===== src/rtl/burst_pkg.sv =====
package burst_pkg;
  // Decoded burst configuration
  typedef struct packed {
    logic       legal;
    logic       full;
    logic [1:0] len_log;
  } burst_cfg_t;
endpackage


===== src/rtl/burst_decode.sv =====
module burst_decode
  import burst_pkg::*;
(
  input  logic [2:0] code_i,
  input  logic       ilv_i,
  output burst_cfg_t cfg_o
);
  always_comb begin
    cfg_o = '0;
    case (code_i)
      3'b000, 3'b001, 3'b010, 3'b011: begin
        cfg_o.legal   = 1'b1;
        cfg_o.len_log = code_i[1:0];
      end
      3'b111: begin
        cfg_o.legal = ~ilv_i;
        cfg_o.full  = 1'b1;
      end
      default: cfg_o = '0;
    endcase
  end
endmodule


===== src/rtl/burst_addr.sv =====
module burst_addr #(
  parameter int COL_W = 10
) (
  input  logic [COL_W-1:0] base_i,
  input  logic [COL_W-1:0] idx_i,
  input  logic [1:0]       len_log_i,
  input  logic             full_i,
  input  logic             ilv_i,
  output logic [COL_W-1:0] mask_o,
  output logic [COL_W-1:0] col_o
);
  logic [COL_W-1:0] sum;

  always_comb begin
    mask_o = full_i ? {COL_W{1'b1}} : ~({COL_W{1'b1}} << len_log_i);
    sum    = base_i + idx_i;
    if (ilv_i) col_o = base_i ^ (idx_i & mask_o);
    else       col_o = (base_i & ~mask_o) | (sum & mask_o);
  end
endmodule


===== src/rtl/sdram_burst_colgen.sv =====
module sdram_burst_colgen
  import burst_pkg::*;
#(
  parameter int COL_W = 10
) (
  input  logic             clk,
  input  logic             rst_n,
  input  logic             start_i,
  input  logic [COL_W-1:0] start_col_i,
  input  logic [2:0]       len_code_i,
  input  logic             interleave_i,
  input  logic             term_i,
  output logic [COL_W-1:0] col_o,
  output logic             valid_o,
  output logic             last_o,
  output logic             err_o
);
  localparam logic [COL_W-1:0] IDX_ONE = COL_W'(1);

  burst_cfg_t       cfg_in, cfg_q, cfg_d;
  logic [COL_W-1:0] base_q, base_d, idx_q, idx_d, col_q, col_d;
  logic [COL_W-1:0] col_run, mask_run;
  logic             ilv_q, ilv_d, active_q, active_d;
  logic             valid_q, valid_d, last_q, last_d, err_q, err_d;
  logic             data_en;

  burst_decode u_dec (
    .code_i (len_code_i),
    .ilv_i  (interleave_i),
    .cfg_o  (cfg_in)
  );

  burst_addr #(.COL_W(COL_W)) u_addr (
    .base_i    (base_q),
    .idx_i     (idx_q),
    .len_log_i (cfg_q.len_log),
    .full_i    (cfg_q.full),
    .ilv_i     (ilv_q),
    .mask_o    (mask_run),
    .col_o     (col_run)
  );

  // Next-state logic
  always_comb begin
    active_d = active_q;
    base_d   = base_q;
    idx_d    = idx_q;
    cfg_d    = cfg_q;
    ilv_d    = ilv_q;
    col_d    = col_q;
    valid_d  = 1'b0;
    last_d   = 1'b0;
    err_d    = 1'b0;
    if (start_i) begin
      if (cfg_in.legal) begin
        base_d   = start_col_i;
        cfg_d    = cfg_in;
        ilv_d    = interleave_i;
        col_d    = start_col_i;
        idx_d    = IDX_ONE;
        valid_d  = 1'b1;
        last_d   = ~cfg_in.full && (cfg_in.len_log == 2'd0);
        active_d = ~last_d;
      end else begin
        err_d    = 1'b1;
        active_d = 1'b0;
      end
    end else if (active_q) begin
      col_d    = col_run;
      idx_d    = idx_q + IDX_ONE;
      valid_d  = 1'b1;
      last_d   = cfg_q.full ? term_i : (idx_q == mask_run);
      active_d = ~last_d;
    end
  end

  assign data_en = start_i | active_q;

  // Control registers
  always_ff @(posedge clk or negedge rst_n) begin
    if (!rst_n) begin
      active_q <= 1'b0;
      valid_q  <= 1'b0;
      last_q   <= 1'b0;
      err_q    <= 1'b0;
    end else begin
      active_q <= active_d;
      valid_q  <= valid_d;
      last_q   <= last_d;
      err_q    <= err_d;
    end
  end

  // Datapath registers, enabled only when a burst starts or runs
  always_ff @(posedge clk) begin
    if (data_en) begin
      base_q <= base_d;
      idx_q  <= idx_d;
      cfg_q  <= cfg_d;
      ilv_q  <= ilv_d;
      col_q  <= col_d;
    end
  end

  assign col_o   = col_q;
  assign valid_o = valid_q;
  assign last_o  = last_q;
  assign err_o   = err_q;
endmodule


===== config.mk =====
export PLATFORM = sky130hd
export DESIGN_NAME = sdram_burst_colgen
export DESIGN_NICKNAME = d
export VERILOG_FILES = /design/src/rtl/burst_pkg.sv /design/src/rtl/burst_decode.sv /design/src/rtl/burst_addr.sv /design/src/rtl/sdram_burst_colgen.sv
export SDC_FILE = /design/constraint.sdc
export NUM_CORES = 1
export LEC_CHECK = 0
export BUFFER_PORTS_ARGS = -buffer_cell sky130_fd_sc_hd__buf_2
export CORE_MARGIN = 8
export CORE_UTILIZATION = 35
export CTS_BUF_LIST = sky130_fd_sc_hd__clkbuf_4
export DETAILED_ROUTE_END_ITERATION = 8
export PLACE_DENSITY_LB_ADDON = 0.2
export SETUP_SLACK_MARGIN = 0.02
export SKIP_CTS_REPAIR_TIMING = 1
export SYNTH_ARGS = -nofsm -noshare
export SYNTH_HDL_FRONTEND = slang
export SYNTH_SLANG_ARGS = --single-unit

===== constraint.sdc =====
create_clock -name clk -period 2 [get_ports clk]
set_input_delay 0.1 -clock clk [delete_from_list [all_inputs] [get_ports clk]]
set_output_delay 0.1 -clock clk [all_outputs]
set_load 0.01 [all_outputs]

# Word-level counts from Yosys, hierarchy flattened
# Index checks and enable logic that the tools add are counted.
# op_classes
addsub	2
n_eq_ne	6
n_shift	1
muxes	23
bitwise	12
n_reduce_logical	7
# ops
op	n
2-to-1 mux 10 bit	8
bitwise AND 10 bit	3
inverter 10 bit	2
2-to-1 mux 1 bit	13
adder 10 x 1 -> 10 bit, second input constant	1
adder 10 bit	1
== test 10 bit	1
OR 10 bit	1
<< shifter 10 x 2 -> 10 bit, first input constant	1
XOR 10 bit	1
== test 3 x 2 -> 1 bit, second input constant	2
AND reduction 3 bit	2
inverter 1 bit	4
OR reduction 4 bit	1
== test 3 x 1 -> 1 bit, second input constant	1
== test 3 bit, second input constant	1
logical NOT 3 bit	1
logical NOT 2 bit	1
2-to-1 mux 2 bit	1
inequality test 2 x 1 -> 1 bit, second input constant	1
one-hot mux 1 bit (2 select lines)	1
nonzero test 2 bit	1
logical AND 1 bit	1
OR 1 bit	1
# totals
register_bits	38
inputBits	18
out_inout_bits	13
elab_cells	61

# Logic depth before layout (Yosys ltp)
# Gate-level depths: netlist (run 1).
# logic_depth
depth_word	9
mapped_depth	7
mapped_depth_nobuf	7

# Hierarchy
# Synthesis (run 1) repeated with hierarchy kept, for this count alone.
# unflattened
hier_cells	238
area_unflattened_um2	2471.1
# modules_own_cells
module	n_inst	cells_per_inst	area_per_inst_um2	seq_area_each_um2
sdram_burst_colgen	1	110	1636.6	1121.1
burst_addr	1	123	802.0	0.0
burst_decode	1	5	32.5	0.0

# Worst setup path before layout (run 1)
# Ideal clock, no wire load.
# synth_path
path_type	register to register
from	register idx_q[0]
to	register col_q[8], in the netlist col_o[8] (data pin)
setup_ns	0.259
arrival_time_ns	1.865
required_time_ns	1.741
slack_ns	-0.124
stages_incl_launch_ff	8
path_buffers	0
period_less_slack_ns	2.124
path_cell_list	edfxtp_1 -> ha_1 -> fa_1 -> a211oi_1 -> o21ai_0 -> o31ai_1 -> xor2_1 -> a21oi_1
# synth_via
elab_chain_len	6
# synth_lines
element	line	rtl
from (decl)	sdram_burst_colgen.sv:21	logic [COL_W-1:0] base_q, base_d, idx_q, idx_d, col_q, col_d;
from (signal assigned)	sdram_burst_colgen.sv:98	idx_q <= idx_d;
adder 10 bit	burst_addr.sv:16	sum = base_i + idx_i;
bitwise AND 10 bit	burst_addr.sv:18	else col_o = (base_i & ~mask_o) | (sum & mask_o);
OR 10 bit	burst_addr.sv:18	
2-to-1 mux 10 bit	burst_addr.sv:17	if (ilv_i) col_o = base_i ^ (idx_i & mask_o);
2-to-1 mux 10 bit	sdram_burst_colgen.sv:68	end else if (active_q) begin
2-to-1 mux 10 bit	sdram_burst_colgen.sv:54	if (start_i) begin
net col_d[8]	sdram_burst_colgen.sv:21	
to (signal assigned)	sdram_burst_colgen.sv:101	col_q <= col_d;
to (decl)	sdram_burst_colgen.sv:21	
# The timed path passes the listed nets, and every way through them passes these cells. The select of a mux whose other input is x is not followed.
# A chain may end at the register's enable or synchronous reset.

# Worst setup path in the final report (run 1)
# layout_path
from	register idx_q[0]
to	register col_q[2], in the netlist col_o[2] (data pin)
# The elaborated chain is that of the path after synthesis.

==> out/metrics.csv, run 1 <==
metric,value,unit
vias,1801,
outcome,finished with violations,
p_comb_share,31.3,%
drt-total-wl,5.540,mm
reg2reg_to,col_o[2]$_DFFE_PP_,
worst_pin_slew,0.3411,ns
violations,negative setup slack,
dp.cells,339,
port_buffers,30,
nFillCells,613,
cp-startpoint,idx_q[0]$_SDFFCE_PP1P_,
endpoint_kind,register,
path_delay_family,adder cells,
cp_cell_sequence,ha_2 > fa_2 > buf_4 > xor2_1 > mux2_2 > a21oi_2 > o21ai_1,
design_area,3094,sq um
num-nets-final,323,
worstSetupPathType,reg -> reg,
place_area,2793,sq um
overflow,0,
start_util,36.23,%
clockBufferDepth,2,
p_int,1.583,mW
grt_pass1_wl,8.976,mm
crit_fanout,2,
avgSynthCellArea,11.18,sq um
power_frac_clock,23.9,%
fp.coreArea,6386,sq um
rsz0062_at_grt,true,
fin_tns_setup,-0.01751,ns
cts.reportedPaths.clkPinSlew,0.13,ns
drt_pass1_iterations,5,
syn_nets,246,
dieWidth,97.30,microns
ys_warn_count,0,
cts.sinks,38,
antenna_found_initial,0,
hold_slack,0.06647,ns
ant_nets,0,
setup_viol_count_final,1,
ff2ff_setup_slack,-0.02,ns
synth.distinct_cells,40,
slew_viol_final,0,
arrival,2.13,ns
netlist_area,2313,sq um
p_sw_share,29.72,%
fin_crit,2.018,ns
finalPower,2.253,mW
drv_cap,0,
areaGrowthSynthToFinish,33.75,%
path_depth,7,
netlist_instances,207,
vias_per_cell,4.975,
grt.total_usage,11.66,%
tritoncts,yes,
switchingPower,0.6696,mW
first_global_vias,1798,
power_frac_seq,44.8,%
antenna_cells,0,
utilization,48.45,%
power_leakage,1.256,nW
place_ws,-0.05490,ns
stdcell_count,362,
async_reset_ff_share,10.53,%
cts-root-buf,clkbuf_4,
clk_latency,0.34,ns
cellPowerDensity,728.1,nW/um^2
gp_congestion,0.7851,
first_iter_violations,84,
grt_max_degree,22,
cts_htree_levels,2,
post_drt_wl_per_cell,15.30,microns
drive_gt1_share,32.98,%
crit_buf_inv,1,
cts_buffers,5,
critPathSlowestCell,edfxtp_1,
synth-edff-count,34,
regToRegStartpoint,idx_q[0]$_SDFFCE_PP1P_,
critPathRequiredTime,2.11,ns
finalCritPeriodShare,100.9,%
ys_seq_area_share,48.46,%
ys.flop_type,edfxtp_1,
cp-endpoint,col_o[2]$_DFFE_PP_,
setup_ws,-0.01751,ns
reg2reg_depth,7,
slowest_delay,0.42,ns
ios,31,
hpwl,4.154,mm
rows,29,
dieArea,9467,sq um
slew_headroom,77.26,%
fin_skew,0.007301,ns
cp-start-kind,register,
drcViolationCount,0,
hp-class,in -> async,
ys_ff_latch,38,
max_freq,0.4957,GHz
peakVddDrop,324.2,uV
dieHeight,97.30,microns
hold_viol_final,0,
sequential cells by signal (all words and copies together), names as in the netlist:
register  cells
col_o        10
base_q       10
idx_q        10
ilv_q         1
last_o        1
active_q      1
err_o         1
valid_o       1
cfg_q         3
cells in the final DEF, fill, tap and decap left out, drive strengths merged, types with 2 or more instances in the layout:
cell type / netlist / layout
and3: 4 / 4
a21oi: 14 / 14
a21o: 3 / 3
mux2i: 2 / 2
a211oi: 5 / 5
and2: 3 / 3
nand2: 14 / 14
dfrtp: 4 / 4
nand3: 9 / 9
a22oi: 2 / 2
nor2b: 3 / 3
xor2: 15 / 15
clkbuf: 3 / 5
inv: 2 / 2
buf: 3 / 64
ha: 20 / 20
nand2b: 2 / 2
clkinvlp: 0 / 2
nor3: 2 / 2
dlygate4sd3: 0 / 12
or3: 3 / 3
mux2: 3 / 3
xnor2: 12 / 12
a31oi: 3 / 3
nor2: 14 / 14
o22ai: 2 / 2
edfxtp: 34 / 34
o21ai: 11 / 11
o211ai: 5 / 5
nor4: 2 / 2
power groups by stage:
stage / registers, mW / logic [mW] / clock network, mW
2_1_floorplan: 1.05 / 0.363 / 0
3_3_place_gp: 1.02 / 0.628 / 0
3_5_place_dp: 1.02 / 0.634 / 0
4_1_cts: 1.01 / 0.638 / 0.565
5_1_grt: 1.02 / 0.786 / 0.585
6_report: 1.01 / 0.705 / 0.539
worst min-delay path by stage:
| stage | start | to | slack, ns | cells after the start |
|---|---|---|---|---|
| 2_1_floorplan | rst_n | active_q$_DFF_PN0_ | -0.20 | 0 |
| 3_3_place_gp | rst_n | err_o$_DFF_PN0_ | -0.09 | 1 |
| 3_5_place_dp | rst_n | err_o$_DFF_PN0_ | -0.09 | 1 |
| 4_1_cts | rst_n | err_o$_DFF_PN0_ | -0.49 | 1 |
| 5_1_grt | rst_n | err_o$_DFF_PN0_ | 0.06 | 2 |
| 6_report | rst_n | err_o$_DFF_PN0_ | 0.07 | 2 |
cell families (layout without fill, tap and decap cells):
family | count (synthesis) | count (layout) | share of synthesized area (%)
AND/OR/NAND/NOR | 58 | 58 | 12.44
AO/OA/AOI/OAI | 49 | 49 | 13.31
flip-flops | 38 | 38 | 48.46
XOR/XNOR | 27 | 27 | 10.22
adder cells (fa/ha/maj) | 21 | 21 | 11.68
buffers and inverters | 9 | 87 | 1.568
multiplexers | 5 | 5 | 2.326
routing by layer:
layer | vias to the layer above | share of wire, % | GRT usage, %
met3 | 4 | 3.4 | 2.987
met2 | 33 | 46 | 18.85
li1 | 923 | - | -
met4 | 0 | 0.99 | 3.497
met1 | 841 | 50 | 14.84
met5 | - | 0 | 0
worst reg2reg max path, stage by stage (launching register included):
cell,delay (ns)
edfxtp_1,0.42
ha_2,0.22
fa_2,0.36
buf_4,0.15
xor2_1,0.15
mux2_2,0.27
a21oi_2,0.15
o21ai_1,0.07
cells in the mapped netlist, types with 3 or more instances:
master	count	share of area, %
nor2b_1	3	0.81
edfxtp_1	34	44
nand3_1	9	1.9
mux2_2	3	1.5
nand2_1	14	2.3
o21ai_0	11	2.4
clkbuf_1	3	0.49
a21oi_1	14	3.0
a21o_1	3	0.97
xor2_1	15	5.7
o211ai_1	5	1.6
and3_1	4	1.1
xnor2_1	12	4.5
nor2_1	14	2.3
a211oi_1	5	1.6
dfrtp_1	4	4.3
ha_1	20	11
a31oi_1	3	0.81
cell type report:
type,count,area (sq um),share of cell area (%)
multi-input cells,160,1241,40.11
repair buffers,76,541.8,17.51
clock buffers,5,37.54,1.213
well taps,77,96.34,3.114
clock inverters,3,45.04,1.456
inverters,3,11.26,0.3639
flip-flops and latches,38,1121,36.23
Note: power is estimated with default switching activity, not from simulation.
==> inputs of run 2 (changes only) <==
- RECOVER_POWER: not set -> 50
==> out/metrics.csv, run 2 (same netlist as run 1, synthesis figures left out) <==
metric,value,unit,change
ant_nets,0,,unchanged
antenna_found_initial,0,,unchanged
power_frac_seq,45.1,%,+0.3 points
setup_viol_count_final,1,,unchanged
slew_viol_final,0,,unchanged
slowest_delay,0.42,ns,about the same
cp_cell_sequence,ha_2 > fa_2 > buf_4 > xor2_1 > mux2_2 > a21oi_2 > o21ai_1,,
reg2reg_to,col_o[2]$_DFFE_PP_,,
cp-start-kind,register,,
worst_pin_slew,0.6485,ns,+0.3074 ns
rows,29,,unchanged
cts.sinks,38,,unchanged
nFillCells,628,,+2.4%
port_buffers,30,,unchanged
cts.reportedPaths.clkPinSlew,0.13,ns,about the same
violations,negative setup slack,,
setup_ws,-0.01225,ns,+0.005257 ns
p_int,1.570,mW,-0.83%
grt_max_degree,22,,unchanged
dieWidth,97.30,microns,unchanged
ff2ff_setup_slack,-0.01,ns,about the same
hp-class,in -> reg,,
start_util,36.23,%,unchanged
cts_buffers,5,,unchanged
power_frac_clock,24.0,%,about the same
design_area,3057,sq um,-1.2%
ios,31,,unchanged
min-delay-start,term_i,,
power_leakage,1.179,nW,-6.1%
outcome,finished with violations,,
endpoint_kind,register,,
layout_common_cells,"edfxtp_1 (34), buf_4 (29), clkbuf_1 (26), ha_1 (17), xor2_1 (15)",,
num-nets-final,323,,unchanged
gp_congestion,0.7851,,unchanged
dp.cells,339,,unchanged
finalPower,2.240,mW,-0.57%
first_iter_violations,79,,-6.0%
cts-root-buf,clkbuf_4,,
place_area,2793,sq um,unchanged
tritoncts,yes,,
critPathRequiredTime,2.11,ns,about the same
dieArea,9467,sq um,unchanged
areaGrowthSynthToFinish,32.13,%,
reg2reg_depth,7,,unchanged
utilization,47.86,%,-0.59 points
overflow,0,,unchanged
dieHeight,97.30,microns,unchanged
hold_depth,4,,
hold_viol_final,0,,unchanged
hpwl,4.154,mm,unchanged
cellPowerDensity,732.9,nW/um^2,+0.65%
hold_slack,0.07416,ns,+0.007688 ns
vias_per_cell,5.017,,+0.83%
drive_gt1_share,23.86,%,-9.1 points
clk_latency,0.34,ns,about the same
switchingPower,0.6700,mW,about the same
drv_cap,0,,unchanged
final_common_cell,edfxtp_1,,
rsz0062_at_grt,true,,
vias,1816,,+0.83%
slew_headroom,56.76,%,-20 points
fp.coreArea,6386,sq um,unchanged
p_sw_share,29.91,%,+0.19 points
grt.total_usage,11.66,%,unchanged
fin_skew,0.006261,ns,-0.001041 ns
arrival,2.12,ns,about the same
whs_endpoint,active_q$_DFF_PN0_,,
max_freq,0.4970,GHz,+0.26%
antenna_cells,0,,unchanged
peakVddDrop,324.4,uV,about the same
crit_fanout,2,,unchanged
regToRegStartpoint,idx_q[0]$_SDFFCE_PP1P_,,
finalCritPeriodShare,100.6,%,-0.26 points
worstSetupPathType,reg -> reg,,
post_drt_wl_per_cell,15.33,microns,+0.20%
drcViolationCount,0,,unchanged
first_global_vias,1798,,unchanged
fin_crit,2.012,ns,-0.005257 ns
drt-total-wl,5.551,mm,+0.20%
drt_pass1_iterations,5,,unchanged
critPathSlowestCell,edfxtp_1,,
grt_pass1_wl,8.976,mm,unchanged
stdcell_count,362,,unchanged
clockBufferDepth,2,,unchanged
cts_htree_levels,2,,unchanged
p_comb_share,30.9,%,-0.4 points
-- run 2: cell count changes in the layout (fill, tap and decap cells not counted), sizes merged --
cell	delta
clkbuf	+28
buf	-28
-- run 2: power groups by stage --
stage                     clock (mW)  sequential [mW]  combinational, mW
after floorplan                    0             1.05              0.363
after global placement             0             1.02              0.628
after detailed placement           0             1.02              0.634
after CTS                      0.565             1.01              0.638
after global routing           0.585             1.02              0.772
final                          0.539             1.01              0.691
-- run 2: area by class of cell --
class | instances | area [sq um] | share of cell area, %
Multi-Input combinational cell | 160 | 1241 | 40.61
Sequential cell | 38 | 1121 | 36.68
Timing Repair Buffer | 76 | 504.2 | 16.50
Tap cell | 77 | 96.34 | 3.152
Clock inverter | 3 | 45.04 | 1.474
Clock buffer | 5 | 37.54 | 1.228
Inverter | 3 | 11.26 | 0.3684
-- run 2: how the worst max path moves through the flow --
stage / from / to / slack [ns] / depth (start not counted)
final: idx_q[0]$_SDFFCE_PP1P_ / col_o[2]$_DFFE_PP_ / -0.01 / 7
after global routing: base_q[0]$_DFFE_PP_ / col_o[8]$_DFFE_PP_ / -0.10 / 7
after CTS: cfg_q[2]$_DFFE_PP_ / last_o$_DFF_PN0_ / -0.08 / 7
after detailed placement: idx_q[0]$_SDFFCE_PP1P_ / col_o[2]$_DFFE_PP_ / -0.05 / 7
after global placement: cfg_q[2]$_DFFE_PP_ / last_o$_DFF_PN0_ / -0.05 / 8
after floorplan: idx_q[0]$_SDFFCE_PP1P_ / col_o[8]$_DFFE_PP_ / -0.02 / 7
-- run 2: through the flow --
stage / TNS, ns / worst slack (ns)
2_1_floorplan: -0.02477 / -0.02477
3_3_place_gp: -0.1277 / -0.05165
3_5_place_dp: -0.1497 / -0.05490
4_1_cts: -0.3018 / -0.08268
5_1_grt: -0.3739 / -0.1012
6_report: -0.01225 / -0.01225
-- run 2: critical path, delay by kind of cell, from the launching register on --
| family | cells | cell delay [ns] |
|---|---|---|
| flip-flops | 1 | 0.42 |
| AO/OA/AOI/OAI | 2 | 0.21 |
| adder cells (fa/ha/maj) | 2 | 0.58 |
| buffers and inverters | 1 | 0.15 |
| multiplexers | 1 | 0.27 |
| XOR/XNOR | 1 | 0.15 |
-- run 2: per-layer routing --
metal	wire length [microns]	track usage [%]	vias to the layer above
met5	0	0	-
met3	172	2.987	4
li1	-	-	924
met1	2774	14.84	857
met4	55	3.497	0
met2	2549	18.85	31
